`src/rtl/bridge_pkg.sv`:
```
package bridge_pkg;
  localparam int WORD_W = 16;
  localparam int TA_W   = 5;
  localparam int SA_W   = 5;
  localparam int WC_W   = 5;
  localparam int TOT_W  = WC_W + 1;
  localparam int ADDR_W = SA_W + WC_W;

  localparam logic [1:0] KIND_DATA = 2'd0;
  localparam logic [1:0] KIND_CMD  = 2'd1;
  localparam logic [1:0] KIND_STAT = 2'd2;

  typedef enum logic [2:0] {
    ST_IDLE, ST_RXW, ST_WR, ST_MKST, ST_SEND_ST, ST_RD, ST_SEND_D
  } br_state_e;

  // word count field to number of words (zero stands for the full block)
  function automatic logic [TOT_W-1:0] word_total(input logic [WC_W-1:0] wc);
    word_total = (wc == '0) ? TOT_W'(1 << WC_W) : {1'b0, wc};
  endfunction

  function automatic logic [ADDR_W-1:0] mem_address(input logic [SA_W-1:0] sa,
                                                    input logic [WC_W-1:0] idx);
    mem_address = {sa, idx};
  endfunction

  function automatic logic [WORD_W-1:0] status_word(input logic [TA_W-1:0] ta,
                                                    input logic err,
                                                    input logic svc);
    status_word = {ta, err, 1'b0, svc, 8'h00};
  endfunction
endpackage

```
`src/rtl/cmd_decode.sv`:
```
module cmd_decode
  import bridge_pkg::*;
#(
  parameter logic [TA_W-1:0] TERM_ADDR = 5'd1
) (
  input  logic [WORD_W-1:0] word,
  output logic              addr_hit,
  output logic              is_tx,
  output logic [SA_W-1:0]   sa,
  output logic [TOT_W-1:0]  total,
  output logic              is_mode
);
  always_comb begin
    addr_hit = (word[WORD_W-1 -: TA_W] == TERM_ADDR);
    is_tx    = word[SA_W + WC_W];
    sa       = word[WC_W +: SA_W];
    total    = word_total(word[WC_W-1:0]);
    is_mode  = (sa == '0) || (sa == '1);
  end
endmodule

```
`src/rtl/gap_timer.sv`:
```
module gap_timer #(
  parameter int GAP_CYCLES = 64
) (
  input  logic clk,
  input  logic rst_n,
  input  logic run,
  output logic expired
);
  localparam int CW = $clog2(GAP_CYCLES + 1);
  logic [CW-1:0] cnt;

  assign expired = run && (cnt == CW'(GAP_CYCLES - 1));

  always_ff @(posedge clk) begin
    if (!rst_n || !run) cnt <= '0;
    else if (!expired)  cnt <= cnt + CW'(1);
  end
endmodule

```
`src/rtl/beat_index.sv`:
```
module beat_index
  import bridge_pkg::*;
(
  input  logic             clk,
  input  logic             rst_n,
  input  logic             clear,
  input  logic             step,
  input  logic [TOT_W-1:0] total,
  output logic [WC_W-1:0]  idx,
  output logic             last
);
  assign last = ({1'b0, idx} == total - TOT_W'(1));

  always_ff @(posedge clk) begin
    if (!rst_n || clear) idx <= '0;
    else if (step)       idx <= idx + WC_W'(1);
  end
endmodule

```
`src/rtl/mem_bridge.sv`:
```
module mem_bridge
  import bridge_pkg::*;
#(
  parameter logic [4:0] TERM_ADDR  = 5'd1,
  parameter int         GAP_CYCLES = 64
) (
  input  logic        clk,
  input  logic        rst_n,
  input  logic        rx_valid,
  input  logic [1:0]  rx_kind,
  input  logic [15:0] rx_word,
  output logic        tx_valid,
  output logic [1:0]  tx_kind,
  output logic [15:0] tx_word,
  output logic [9:0]  m_addr,
  output logic        m_read,
  output logic        m_write,
  output logic [15:0] m_wdata,
  input  logic [15:0] m_rdata,
  input  logic        m_wait,
  output logic        irq,
  output logic [1:0]  irq_num
);
  br_state_e state;
  logic [WORD_W-1:0] wbuf;          // shared buffer for every word kind
  logic              tr_q, err_q, svc_q, fin_q;
  logic [SA_W-1:0]   sa_q;
  logic [TOT_W-1:0]  wtotal;

  logic              dec_hit, dec_tx, dec_mode;
  logic [SA_W-1:0]   dec_sa;
  logic [TOT_W-1:0]  dec_total;
  logic              gap_expired;
  logic [WC_W-1:0]   widx;
  logic              wlast;

  // named events for the checker
  logic cmd_accept, data_in, beat_done;

  cmd_decode #(.TERM_ADDR(TERM_ADDR)) u_dec (
    .word(rx_word), .addr_hit(dec_hit), .is_tx(dec_tx), .sa(dec_sa),
    .total(dec_total), .is_mode(dec_mode)
  );

  gap_timer #(.GAP_CYCLES(GAP_CYCLES)) u_gap (
    .clk(clk), .rst_n(rst_n), .run(state == ST_RXW), .expired(gap_expired)
  );

  beat_index u_idx (
    .clk(clk), .rst_n(rst_n), .clear(cmd_accept), .step(beat_done),
    .total(wtotal), .idx(widx), .last(wlast)
  );

  assign cmd_accept = (state == ST_IDLE) && rx_valid && (rx_kind == KIND_CMD) && dec_hit;
  assign data_in    = rx_valid && (rx_kind == KIND_DATA);
  assign beat_done  = (m_read || m_write) && !m_wait;

  assign tx_valid = (state == ST_SEND_ST) || (state == ST_SEND_D);
  assign tx_kind  = (state == ST_SEND_ST) ? KIND_STAT : KIND_DATA;
  assign tx_word  = wbuf;
  assign m_read   = (state == ST_RD);
  assign m_write  = (state == ST_WR);
  assign m_addr   = mem_address(sa_q, widx);
  assign m_wdata  = wbuf;

  always_ff @(posedge clk) begin
    if (!rst_n) begin
      state   <= ST_IDLE;
      wbuf    <= '0;
      tr_q    <= 1'b0;
      err_q   <= 1'b0;
      svc_q   <= 1'b0;
      fin_q   <= 1'b0;
      sa_q    <= '0;
      wtotal  <= TOT_W'(1);
      irq     <= 1'b0;
      irq_num <= 2'b00;
    end else begin
      irq <= 1'b0;
      case (state)
        ST_IDLE: if (cmd_accept) begin
          wbuf    <= rx_word;
          tr_q    <= dec_tx;
          sa_q    <= dec_sa;
          wtotal  <= dec_total;
          err_q   <= dec_mode;
          svc_q   <= !dec_mode;
          irq     <= 1'b1;
          irq_num <= {!dec_mode, dec_mode};
          state   <= (dec_mode || dec_tx) ? ST_MKST : ST_RXW;
        end
        ST_RXW: begin
          if (data_in) begin
            wbuf  <= rx_word;
            state <= ST_WR;
          end else if (gap_expired) begin
            err_q   <= 1'b1;
            irq     <= 1'b1;
            irq_num <= {svc_q, 1'b1};
            state   <= ST_MKST;
          end
        end
        ST_WR: if (beat_done) state <= wlast ? ST_MKST : ST_RXW;
        ST_MKST: begin
          wbuf  <= status_word(TERM_ADDR, err_q, svc_q);
          state <= ST_SEND_ST;
        end
        ST_SEND_ST: state <= (tr_q && !err_q) ? ST_RD : ST_IDLE;
        ST_RD: if (beat_done) begin
          wbuf  <= m_rdata;
          fin_q <= wlast;
          state <= ST_SEND_D;
        end
        ST_SEND_D: state <= fin_q ? ST_IDLE : ST_RD;
        default: state <= ST_IDLE;
      endcase
    end
  end
endmodule

```
`config.mk`:
```
export PLATFORM = sky130hd
export DESIGN_NAME = mem_bridge
export DESIGN_NICKNAME = d
export VERILOG_FILES = /design/src/rtl/bridge_pkg.sv /design/src/rtl/cmd_decode.sv /design/src/rtl/gap_timer.sv /design/src/rtl/beat_index.sv /design/src/rtl/mem_bridge.sv
export SDC_FILE = /design/constraint.sdc
export NUM_CORES = 1
export LEC_CHECK = 0
export ABC_AREA = 1
export BUFFER_PORTS_ARGS = -buffer_cell sky130_fd_sc_hd__buf_2
export CAP_MARGIN = 0
export CORE_ASPECT_RATIO = 0.6
export CORE_MARGIN = 5
export CORE_UTILIZATION = 54
export DETAILED_ROUTE_END_ITERATION = 16
export PLACE_DENSITY = 0.85
export REMOVE_ABC_BUFFERS = 1
export SYNTH_ARGS = -nofsm -noshare
export SYNTH_HDL_FRONTEND = slang
export SYNTH_SLANG_ARGS = --single-unit
```
`constraint.sdc`:
```
create_clock -name clk -period 2.3 [get_ports clk]
set_input_delay 0.46 -clock clk [delete_from_list [all_inputs] [get_ports clk]]
set_output_delay 0.46 -clock clk [all_outputs]
set_load 0.005 [all_outputs]
```
# Yosys cells after proc, flatten, opt, wreduce, memory -nomap -nowiden
# Cells that the tools add are included.
[word_totals] out_inout_bits=50 inputBits=38 ff_bits=49
[classes] n_mux=28 n_reduce_logical=29 add_sub_neg=3 eq_ne=18
[op_table] op="case mux 16 bit (4 select lines)" count=1
[op_table] op="2-to-1 mux 16 bit" count=3
[op_table] op="2-to-1 mux 3 bit" count=7
[op_table] op="case mux 3 bit (7 select lines)" count=1
[op_table] op="2-to-1 mux 2 bit" count=6
[op_table] op="AND reduction 4 bit" count=3
[op_table] op="zero test 5 bit" count=2
[op_table] op="equality test 3 bit, second input constant" count=3
[op_table] op="adder 7 x 1 -> 7 bit, second input constant" count=1
[op_table] op="equality test 7 x 6 -> 1 bit, second input constant" count=1
[op_table] op="logical AND 1 bit" count=7
[op_table] op="equality test 3 x 2 -> 1 bit, second input constant" count=2
[op_table] op="equality test 5 x 6 -> 1 bit" count=1
[op_table] op="logical OR 1 bit" count=6
[op_table] op="2-to-1 mux 1 bit" count=6
[op_table] op="2-to-1 mux 6 bit" count=1
[op_table] op="!= test 2 x 1 -> 1 bit, second input constant" count=3
[op_table] op="!= test 2 bit, second input constant" count=3
[op_table] op="subtractor 6 x 1 -> 6 bit, second input constant" count=1
[op_table] op="adder 5 x 1 -> 5 bit, second input constant" count=1
[op_table] op="equality test 5 x 1 -> 1 bit, second input constant" count=1
[op_table] op="equality test 5 bit, second input constant" count=1
[op_table] op="zero test 1 bit" count=5
[op_table] op="case mux 1 bit (2 select lines)" count=2
[op_table] op="9 further kinds" count=10

# Longest topological paths before layout
# Gate-level depths: netlist of the first run.
[logic_depth] word_depth=6 depth_mapped=12

# Cells and area by module
# Synthesis of the first run repeated with hierarchy kept, for this count alone.
[hier_totals] hier_cells=471 hier_area_um2=2951.6
[modules_own_cells] module="mem_bridge" n_inst=1 cells_per_inst=315 area_each_um2=2035.7 seq_area_each_um2=720.7
[modules_own_cells] module="beat_index" n_inst=1 cells_per_inst=70 area_each_um2=397.9 seq_area_each_um2=100.1
[modules_own_cells] module="gap_timer" n_inst=1 cells_per_inst=56 area_each_um2=377.9 seq_area_each_um2=140.1
[modules_own_cells] module="cmd_decode" n_inst=1 cells_per_inst=30 area_each_um2=140.1 seq_area_each_um2=0.0

# Worst setup path before layout of the first run
# OpenSTA, ideal clock, no wires.
[synth_path] kind="reg-to-reg" from="reg state[2]" to="reg irq_num[1]" t_arrival_ps=1386 setup_ps=117 stages_incl_launch_ff=10 required_time_ps=2183 slack_ps=796 cell_sequence="dfxtp_1 nor2_2 nand2_1 nor2_1 nand2_1 buf_2 o21ai_1 o21ai_0 a21oi_1 nor2_1"
[synth_via] elab_chain_len=6
[synth_lines] element="from (decl)" line="mem_bridge.sv:24" rtl="br_state_e state;"
[synth_lines] element="from (signal assigned)" line="mem_bridge.sv:90" rtl="state <= (dec_mode || dec_tx) ? ST_MKST : ST_RXW;"
[synth_lines] element="from (signal assigned)" line="mem_bridge.sv:103" rtl="ST_WR: if (beat_done) state <= wlast ? ST_MKST : ST_RXW;"
[synth_lines] element="from (signal assigned)" line="mem_bridge.sv:108" rtl="ST_SEND_ST: state <= (tr_q && !err_q) ? ST_RD : ST_IDLE;"
[synth_lines] element="zero test 3 bit" line="mem_bridge.sv:54, mem_bridge.sv:80"
[synth_lines] element="logical AND 1 bit (3 in a row)" line="mem_bridge.sv:54" rtl="assign cmd_accept = (state == ST_IDLE) && rx_valid && (rx_kind == KIND_CMD) && dec_hit;"
[synth_lines] element="!= test 2 x 1 -> 1 bit (no line)"
[synth_lines] element="AND reduction 4 bit (no line)"
[synth_lines] element="to (signal assigned)" line="mem_bridge.sv:89" rtl="irq_num <= {!dec_mode, dec_mode};"
[synth_lines] element="to (signal assigned)" line="mem_bridge.sv:99" rtl="irq_num <= {svc_q, 1'b1};"
[synth_lines] element="to (decl)" line="mem_bridge.sv:22" rtl="output logic [1:0] irq_num"
# Several ways; a longest one is shown, not always the timed one.
# A chain may end at the register's enable or synchronous reset.

# Worst setup path after layout of the first run
[layout_path] from="reg state[0]" to="out m_read"
[layout_via] elab_chain_len=1
[layout_lines] element="equality test 3 bit" line="mem_bridge.sv:61" rtl="assign m_read = (state == ST_RD);"
[layout_lines] element="to (decl)" line="mem_bridge.sv:16" rtl="output logic m_read,"
# Every way passes these cells.

==> key figures, run 1 <==
Critical path
  • Startpoint class of the critical path: flop
  • Worst R2R Start: state[1]
  • Worst Reg-to-Reg Cells: 7
  • Nature of the critical path endpoint: output pin
  • Register-to-register path setup slack: 270 ps
  • Logic depth of the worst path, buffers included: 5
  • Top Family by Delay on Critical Path: buffers and inverters
  • Required time at the worst-slack endpoint: 1840 ps
  • Cell with the biggest individual delay on the critical path: sky130_fd_sc_hd__dfxtp_1
  • Series of cell instances along the critical path: inv_2, nor2_4, nand2_4, inv_1, buf_2
  • CP Class: reg2out
  • Largest stage delay, worst path: 420 ps
  • Largest fanout of any net on the critical path: 16
  • Data arrival time at the worst-slack endpoint: 1710 ps
  • Crit path buffers/inverters: 3
  • Capturing point of the worst reg2reg path: svc_q

Finish
  • Total non-filler cell area in the finished layout: 3040 um2
  • Count of nets after finishing: 491
  • Diode count: 0
  • Layout Utilization: 66.0%
  • Layout cell share with drive strength beyond 1: 23.5%
  • Syn-to-layout area delta: 16.7%

Pwr
  • Clock share of power: 20.9%
  • Worst VDD drop: 583 uV
  • Leakage component of the power: 1.57 nW
  • Internal power consumption: 1.60 mW
  • Share of total power consumed by net switching: 37.4%
  • Relative contribution of combinational cells to total power: 36.2%
  • Power density cells: 840 nW/um2
  • Sequential share of power: 42.9%
  • NetSw: 0.956 mW

Logic synthesis
  • Post-synthesis sequential element count: 48
  • Seq/Total Area, Yosys: 36.9%
  • Number of standard cells after synthesis: 382
  • Ys async rst share: 0%
  • Mean area per synthesized cell: 6.82 um2
  • Most used DFF post-synth: sky130_fd_sc_hd__dfxtp_1
  • Number of library cell types mapped by synthesis: 35
  • EDFF count, synth: 0
  • Warnings, synthesis: 0
  • Syn Std Cell Area: 2610 um2

Outcome
  • Result of the run: completed

Timing
  • Final hold violation count: 0
  • Final setup TNS: 0 ps
  • Unrepaired setup endpoints after global routing: false
  • Setup slack after layout: 131 ps
  • Number of endpoints failing setup at the final stage: 0
  • Max_slew headroom: 61.3%
  • FMAX: 0.461 GHz
  • Least-Margin Pin Slew: 581 ps
  • Worst setup skew after layout: 6.57 ps
  • Part of the cycle the worst path needs: 94.3%
  • Post-layout minimum cycle time: 2170 ps
  • Total count of max-transition violations in the final report: 0

Clock tree
  • Resize count post-CTS: 0
  • Clock tree sinks: 48
  • Clock Path Buffers: 2
  • Total number of H-tree levels: 2
  • Clock transition at path regs: 90 ps
  • Library cell used as clock root buffer: sky130_fd_sc_hd__clkbuf_8
  • Post-CTS Hold Buffers: 0
  • Post CTS Setup Buffer Count: 0
  • Num CTS Buffers: 5
  • CTS tree: done
  • Clock latency on the worst-skew pair: 310 ps

Hold path
  • Instance count along the most critical hold path: 3
  • Min-delay worst type: in2reg
  • Origin of the worst min-delay path: rx_word[0]
  • Endpoint, Worst Hold: wtotal[0]

Global routing
  • Largest net degree at the start of global routing: 22
  • First-pass GRT wire length: 12000 um
  • Antenna violations before repair: 0
  • Total routing resource utilization after global routing: 23.0%
  • Vias in the first global route: 2572
  • Overflow after GRT: 0

Route
  • Antenna Violating Nets Remaining: 0
  • Initial drt markers: 121
  • Detailed Routing Iterations Pass 1: 5
  • Average routed wire per standard cell: 13.7 um
  • Post-Route WL: 7040 um
  • Overall via count from detail_route: 2733
  • Average via count per standard cell: 5.32
  • Remaining design rule violation count: 0

Run
  • Max Cap Violations: 0

Floorplanning
  • Die Outline Area: 6360 um2
  • Cell Rows: 19
  • Initial Utilization: 56.5%
  • Number of ports placed on the die boundary: 88
  • Die X-Extent: 99.7 um
  • Vertical die dimension: 63.8 um
  • Core box area: 4610 um2

Placed design
  • Routability Congestion: 0.936
  • Worst slack, placed: 311 ps
  • Placed standard-cell area: 2950 um2
  • HPWL after detailed placement: 5440 um
  • Number of buffer cells added on primary ports: 86
[kinds of logic after synthesis]
| logic type | count (synthesis) | synth area share, % |
|---|---|---|
| and+or+nand+nor | 174 | 29.2 |
| AOI/OAI and AO/OA | 78 | 17.7 |
| buffers and inverters | 77 | 14.4 |
| DFF | 48 | 36.9 |
| adders and majority gates | 3 | 1.44 |
| xor gates and xnor gates | 1 | 0.336 |
| other | 1 | 0.144 |
[sequential cells by signal (all words and copies together) (netlist names)]
register / flops
m_wdata: 16
u_gap.cnt: 7
wtotal: 6
sa_q: 5
u_idx.idx: 5
state: 3
irq_num: 2
fin_q: 1
irq: 1
svc_q: 1
tr_q: 1
[synth_stat cells (2+ instances only)]
master / count / area (um2)
sky130_fd_sc_hd__dfxtp_1: 48 / 961
sky130_fd_sc_hd__buf_2: 4 / 20.0
sky130_fd_sc_hd__nand4_1: 6 / 37.5
sky130_fd_sc_hd__o21ai_0: 36 / 180
sky130_fd_sc_hd__ha_1: 3 / 37.5
sky130_fd_sc_hd__o21bai_1: 2 / 15.0
sky130_fd_sc_hd__nand2_1: 70 / 263
sky130_fd_sc_hd__nor3_1: 18 / 90.1
sky130_fd_sc_hd__a211oi_1: 6 / 45.0
sky130_fd_sc_hd__a21oi_1: 18 / 90.1
sky130_fd_sc_hd__a221oi_1: 2 / 17.5
sky130_fd_sc_hd__o21ai_1: 9 / 45.0
sky130_fd_sc_hd__clkbuf_1: 3 / 11.3
sky130_fd_sc_hd__nand3_1: 22 / 110
sky130_fd_sc_hd__inv_1: 47 / 176
sky130_fd_sc_hd__buf_4: 19 / 143
sky130_fd_sc_hd__nor2_1: 51 / 191
[cell usage in the layout (no fill, tap or decap), types with 2 or more instances in the layout]
cell type	netlist	routed
sky130_fd_sc_hd__a211oi_1	6	6
sky130_fd_sc_hd__a21oi_1	18	18
sky130_fd_sc_hd__a221oi_1	2	2
sky130_fd_sc_hd__buf_2	4	86
sky130_fd_sc_hd__buf_4	19	3
sky130_fd_sc_hd__clkbuf_8	0	6
sky130_fd_sc_hd__dfxtp_1	48	48
sky130_fd_sc_hd__ha_1	3	3
sky130_fd_sc_hd__inv_1	47	47
sky130_fd_sc_hd__nand2_1	70	70
sky130_fd_sc_hd__nand3_1	22	22
sky130_fd_sc_hd__nand4_1	6	6
sky130_fd_sc_hd__nor2_1	51	51
sky130_fd_sc_hd__nor3_1	18	18
sky130_fd_sc_hd__o21ai_0	36	36
sky130_fd_sc_hd__o21ai_1	9	9
sky130_fd_sc_hd__o21bai_1	2	2
[worst register-to-register path, cell delays in order (launching register included)]
cell and delay [ps]:
sky130_fd_sc_hd__dfxtp_1 500, sky130_fd_sc_hd__nor2_2 110, sky130_fd_sc_hd__nand2_1 160, sky130_fd_sc_hd__nor2_1 60, sky130_fd_sc_hd__nand2_1 260, sky130_fd_sc_hd__clkinv_1 460, sky130_fd_sc_hd__o21ai_0 300, sky130_fd_sc_hd__a21oi_1 60
[layout make-up]
| class | count | area, um2 |
|---|---|---|
| fill | 404 | 1570 |
| multi-input combinational | 257 | 1270 |
| clock buffer | 7 | 86.3 |
| inverter | 49 | 184 |
| clock inverter | 1 | 7.51 |
| sequential | 48 | 961 |
| tap | 63 | 78.8 |
| timing repair buffer | 89 | 453 |
[layer usage]
layer  global-route usage (%)  share of wire [%]  up-vias
met5                        0                  0        -
met4                     6.98                1.4        0
met3                     5.98                9.5       14
met2                     34.3                 44      130
met1                     32.5                 46     1227
li1                         -                  -     1362
[worst max-delay path by stage]
stage	start	endpoint
5_1_grt	state[0]	m_read
4_1_cts	state[0]	m_read
3_5_place_dp	rx_word[15]	wtotal[5]
2_1_floorplan	state[1]	svc_q
6_report	state[0]	m_read
3_3_place_gp	rx_word[15]	svc_q
[power by group through the flow]
stage	Sequential, mW	Combinational (mW)	Clock, mW
6_report	1.10	0.926	0.534
5_1_grt	1.12	1.03	0.575
4_1_cts	1.10	0.926	0.538
3_5_place_dp	1.11	0.924	0
3_3_place_gp	1.11	0.907	0
2_1_floorplan	1.13	0.474	0
[stage by stage]
step	hold WS (ps)	total power, mW	instances
after floorplan	422	1.60	354
after global placement	439	2.01	506
after CTS	395	2.56	514
after detailed placement	455	2.03	506
after global routing	426	2.73	514
final	399	2.56	514
Note: power is estimated with default switching activity, not from simulation.
==> inputs of run 2 (changes only) <==
CORE_UTILIZATION = 45   (was 54)
PLACE_DENSITY = 0.76   (was 0.85)
clock period = 1.8 ns   (was 2.3 ns; I/O delays follow)
==> run 2 against run 1 <==
  * Clock skew fell by 0.91 ps
  * Cell count up 5.4%
  * Worst hold slack got worse by 68 ps
  * Worst setup slack improved by 18 ps
  * Highest routed layer unchanged
  * Combinational power rose by 39%
  * Sequential power rose by 29%
==> key figures, run 2 (synthesis results as in run 1) <==
Global routing
  • Total routing resource utilization after global routing: 19.9%
  • Overflow after GRT: 0
  • Antenna violations before repair: 0
  • Largest net degree at the start of global routing: 20
  • First-pass GRT wire length: 11800 um
  • Vias in the first global route: 2525

Clock tree
  • Library cell used as clock root buffer: sky130_fd_sc_hd__clkbuf_8
  • Total number of H-tree levels: 2
  • Clock tree sinks: 48
  • Clock transition at path regs: 100 ps
  • Clock latency on the worst-skew pair: 310 ps
  • Clock Path Buffers: 2
  • CTS tree: done
  • Num CTS Buffers: 5
  • Post-CTS Hold Buffers: 0

Timing
  • Final hold violation count: 0
  • Final setup TNS: 0 ps
  • Total count of max-transition violations in the final report: 0
  • FMAX: 0.605 GHz
  • Post-layout minimum cycle time: 1650 ps
  • Worst setup skew after layout: 5.66 ps
  • Unrepaired setup endpoints after global routing: false
  • Part of the cycle the worst path needs: 91.8%
  • Number of endpoints failing setup at the final stage: 0

Floorplanning
  • Vertical die dimension: 69.0 um
  • Die X-Extent: 108 um
  • Core box area: 5600 um2
  • Die Outline Area: 7460 um2
  • Cell Rows: 21
  • Initial Utilization: 46.6%
  • Number of ports placed on the die boundary: 88

Pwr
  • Power density cells: 1100 nW/um2
  • Worst VDD drop: 740 uV
  • Leakage component of the power: 1.63 nW

Finish
  • Syn-to-layout area delta: 23.2%
  • Final cell count without fillers: 542
  • Leading cell types in the layout, fill and taps excluded: 86 x sky130_fd_sc_hd__buf_2, 69 x sky130_fd_sc_hd__nand2_1, 49 x sky130_fd_sc_hd__nor2_1
  • Number of filler instances in the final layout: 546
  • Area taken by flip-flops and latches: 965 um2
  • Max reg flops: 16
  • Area of combinational cells with multiple inputs: 1300 um2
  • Most common cell after layout, fill and taps aside: sky130_fd_sc_hd__buf_2
  • Layout cell share with drive strength beyond 1: 27.3%
  • Diode count: 0
  • Count of nets after finishing: 502

Outcome
  • Result of the run: completed

Critical path
  • Nature of the critical path endpoint: flop
  • Data arrival time at the worst-slack endpoint: 1860 ps
  • Cell mode on critical path: sky130_fd_sc_hd__nor2_1
  • Largest fanout of any net on the critical path: 9
  • Largest stage delay, worst path: 390 ps
  • Series of cell instances along the critical path: inv_2, nor2_4, nand2_4, a21oi_4, buf_4, nand3_1, nor2_1, xor2_1, nor2_1
  • Cell with the biggest individual delay on the critical path: sky130_fd_sc_hd__dfxtp_2
  • Startpoint class of the critical path: flop
  • CP Class: reg2reg
  • Required time at the worst-slack endpoint: 2010 ps

Placed design
  • HPWL after detailed placement: 5650 um
  • Routability Congestion: 0.848
  • Number of buffer cells added on primary ports: 86
  • Cells after DPL: 530

Run
  • Max Cap Violations: 0

Route
  • Initial drt markers: 171
  • Overall via count from detail_route: 2718
  • Detailed Routing Iterations Pass 1: 6
  • Average via count per standard cell: 5.01
  • Remaining design rule violation count: 0
  • Average routed wire per standard cell: 13.4 um
  • Post-Route WL: 7290 um
  • Antenna Violating Nets Remaining: 0

Hold path
  • Min-delay worst type: in2reg
==> run 2: cell types whose count changed in the layout (fill, tap and decap cells not counted), sizes merged <==
cell | before | now
buf | 89 | 99
clkbuf | 7 | 5
bufinv | 0 | 1
clkinvlp | 1 | 2
nor2 | 54 | 55
==> run 2: critical path: cells and delay by family (launching register included) <==
family / cells / cell delay [ps]
buf+inv: 2 / 250
flops: 1 / 390
xor+xnor: 1 / 180
compound gates: 1 / 190
simple gates: 5 / 530
==> run 2: path summary, 6_finish.rpt <==
path                              startpoint  cells after the start  slack, ps      endpoint
worst max-delay path                state[0]                      9        150  u_idx.idx[4]
worst min-delay path              rx_word[0]                      3        330     wtotal[0]
worst max register to register      state[0]                      9        150  u_idx.idx[4]
worst min register to register  u_gap.cnt[6]                      2        460  u_gap.cnt[6]
==> run 2: stage by stage <==
| step | worst slack (ps) | hold WS, ps | power [mW] | utilization [%] | cell area, um2 |
|---|---|---|---|---|---|
| floorplan | 159 | 422 | 2.05 | - | 2420 |
| global placement | 112 | 439 | 2.60 | 54.2 | 3030 |
| detailed placement | 78.7 | 440 | 2.63 | 54.2 | 3030 |
| CTS | 83.1 | 321 | 3.45 | 56.5 | 3160 |
| global route | 17.5 | 348 | 3.75 | 57.4 | 3210 |
| finish | 148 | 331 | 3.52 | 57.4 | 3210 |
==> run 2: area by class of cell <==
class	instances	area share, %
flip-flops and latches	48	30.0
clock inverters	3	1.44
well taps	80	3.12
inverters	49	5.84
clock buffers	5	2.14
multi-input cells	258	40.6
repair buffers	99	16.8
==> run 2: report_power, final <==
group | switching [mW] | internal, mW
sequential | 0.166 | 1.25
clock | 0.397 | 0.419
combinational | 0.736 | 0.552
==> run 2: routing by layer <==
metal  vias to the layer above  track usage (%)  part of all wire, %
met5                         -                0                    0
met4                         0             4.88                 0.64
met3                         5             4.00                  7.2
met2                       113             30.5                   42
met1                      1211             28.8                   50
li1                       1389                -                    -
==> run 2: what timing repair did <==
item | 4_1_cts | 5_1_grt
cloned | 0 | 1
setup buffers | 1 | 2
setup endpoints to repair | 1 | 23
pin swaps | 0 | 2
gates resized for setup | 1 | 9
==> inputs of run 3 (changes only) <==
CELL_PAD_IN_SITES_DETAIL_PLACEMENT = 0   (was default)
CELL_PAD_IN_SITES_GLOBAL_PLACEMENT = 1   (was default)
CORE_UTILIZATION = 31   (was 45)
PLACE_DENSITY = default   (was 0.76)
PLACE_DENSITY_LB_ADDON = 0.05   (was default)
==> run 3 against run 2 <==
  * Critical path depth shrank 5
  * Sequential power about the same
  * Critical path type is now reg2out
  * Largest power group unchanged
  * Critical endpoint is now m_read
  * Highest routed layer unchanged
  * Clock-buffer cell count increased by 1
  * First-iteration DRC count decreased by 15%
==> key figures, run 3 (synthesis results as in run 1) <==
Outcome
  • Result of the run: completed

Route
  • Detailed Routing Iterations Pass 1: 5
  • Detailed-routed wire length on met2: 3070 um
  • Average routed wire per standard cell: 14.0 um
  • Antenna Violating Nets Remaining: 0
  • Met3 layer wire length in the routed design: 605 um
  • Remaining design rule violation count: 0
  • Post-Route WL: 8040 um
  • Initial drt markers: 145
  • Top routing layer used: met4
  • Routed length on met1: 4300 um
  • Average via count per standard cell: 4.64
  • Overall via count from detail_route: 2657

Clock tree
  • Clock latency on the worst-skew pair: 300 ps
  • Clock tree sinks: 48
  • Num CTS Buffers: 5
  • Library cell used as clock root buffer: sky130_fd_sc_hd__clkbuf_16
  • Clock Path Buffers: 2
  • CTS tree: done
  • Clock transition at path regs: 70 ps
  • Total number of H-tree levels: 2

Timing
  • Final setup TNS: 0 ps
  • Post-layout minimum cycle time: 1690 ps
  • Worst setup skew after layout: 6.79 ps
  • Unrepaired setup endpoints after global routing: false
  • FMAX: 0.591 GHz
  • Total count of max-transition violations in the final report: 0
  • Final hold violation count: 0
  • Number of endpoints failing setup at the final stage: 0
  • Part of the cycle the worst path needs: 94.0%

Critical path
  • Nature of the critical path endpoint: output pin
  • Largest fanout of any net on the critical path: 9
  • Data arrival time at the worst-slack endpoint: 1330 ps
  • CP Class: reg2out
  • Top Family by Delay on Critical Path: flip-flops
  • Startpoint class of the critical path: flop
  • Cell with the biggest individual delay on the critical path: sky130_fd_sc_hd__dfxtp_2
  • Required time at the worst-slack endpoint: 1440 ps
  • Series of cell instances along the critical path: nor2_4, nand2_4, clkinvlp_4, buf_2
  • Largest stage delay, worst path: 410 ps
  • Crit path buffers/inverters: 2

Placed design
  • Routability Congestion: 0.855
  • HPWL after detailed placement: 6290 um
  • Number of buffer cells added on primary ports: 86

Pwr
  • Power density cells: 1140 nW/um2
  • Sequential share of power: 37.5%
  • Share of total power consumed by net switching: 34.8%
  • Worst VDD drop: 531 uV
  • Leakage component of the power: 1.67 nW
  • Relative contribution of combinational cells to total power: 33.4%
  • NetSw: 1.31 mW
  • PnR Total Power: 3.75 mW
  • Clock share of power: 29.1%
  • Internal power consumption: 2.45 mW

Global routing
  • Antenna violations before repair: 0
  • Vias in the first global route: 2558
  • Total routing resource utilization after global routing: 16.1%
  • Overflow after GRT: 0
  • Largest net degree at the start of global routing: 20
  • First-pass GRT wire length: 13000 um

Floorplanning
  • Vertical die dimension: 81.0 um
  • Core box area: 8040 um2
  • Cell Rows: 25
  • Number of ports placed on the die boundary: 88
  • Die Outline Area: 10400 um2
  • Die X-Extent: 128 um
  • Initial Utilization: 32.4%

Run
  • Max Cap Violations: 0

Hold path
  • Min-delay worst type: in2reg

Finish
  • Most common cell after layout, fill and taps aside: sky130_fd_sc_hd__buf_2
  • Layout cell share with drive strength beyond 1: 26.7%
  • Count of nets after finishing: 505
  • Syn-to-layout area delta: 26.4%
  • Leading cell types in the layout, fill and taps excluded: 86 x sky130_fd_sc_hd__buf_2, 70 x sky130_fd_sc_hd__nand2_1, 50 x sky130_fd_sc_hd__nor2_1
  • Max reg flops: 16
  • Diode count: 0
[run 3: per-stage QoR]
step | hold WS (ps) | util, % | area, um2 | setup slack, ps | cells
floorplan | 422 | - | 2420 | 159 | 354
CTS | 310 | 40.8 | 3280 | 83.6 | 572
detailed placement | 444 | 38.6 | 3100 | 110 | 562
global route | 349 | 41.0 | 3290 | 6.13 | 573
global placement | 439 | 38.6 | 3100 | 91.6 | 562
finish | 314 | 41.0 | 3290 | 108 | 573
[run 3: timing repair]
item / 4_1_cts / 5_1_grt
pin swaps: 0 / 3
gates resized for setup: 2 / 2
buffers inserted: 2 / 1
endpoints found under the setup margin: 1 / 15
hold buffers: 0 / 0
hold endpoints to repair: 0 / 0
[run 3: cell type report]
cell class                 count  area [um2]
clock buffer                   6         129
clock inverter                 2        35.0
fill                         863        4740
inverter                      49         188
multi-input combinational    257        1270
sequential                    48         963
tap                          108         135
timing repair buffer         103         571
[run 3: per-layer routing]
layer / vias up / track usage [%]
met5: - / 0
met4: 0 / 2.86
met3: 8 / 5.06
met2: 86 / 21.7
met1: 1166 / 24.8
li1: 1397 / -
[run 3: power by group through the flow]
stage	registers, mW	clock network [mW]	logic [mW]
after floorplan	1.44	0	0.606
after global placement	1.42	0	1.24
after detailed placement	1.42	0	1.24
after CTS	1.40	1.12	1.25
after global routing	1.44	1.17	1.42
final	1.41	1.09	1.25
[run 3: worst paths after layout]
check                                   from           end  slack [ps]  depth (start not counted)
worst max-delay path                state[1]        m_read         110                          4
worst min-delay path              rx_word[0]     wtotal[0]         310                          3
worst max register to register      state[1]    m_wdata[8]         150                          8
worst min register to register  u_gap.cnt[6]  u_gap.cnt[6]         450                          2
[run 3: tightest hold or removal path, stage by stage]
cell and delay [ps]:
sky130_fd_sc_hd__buf_2 100, sky130_fd_sc_hd__a21oi_1 60, sky130_fd_sc_hd__o21ai_0 60
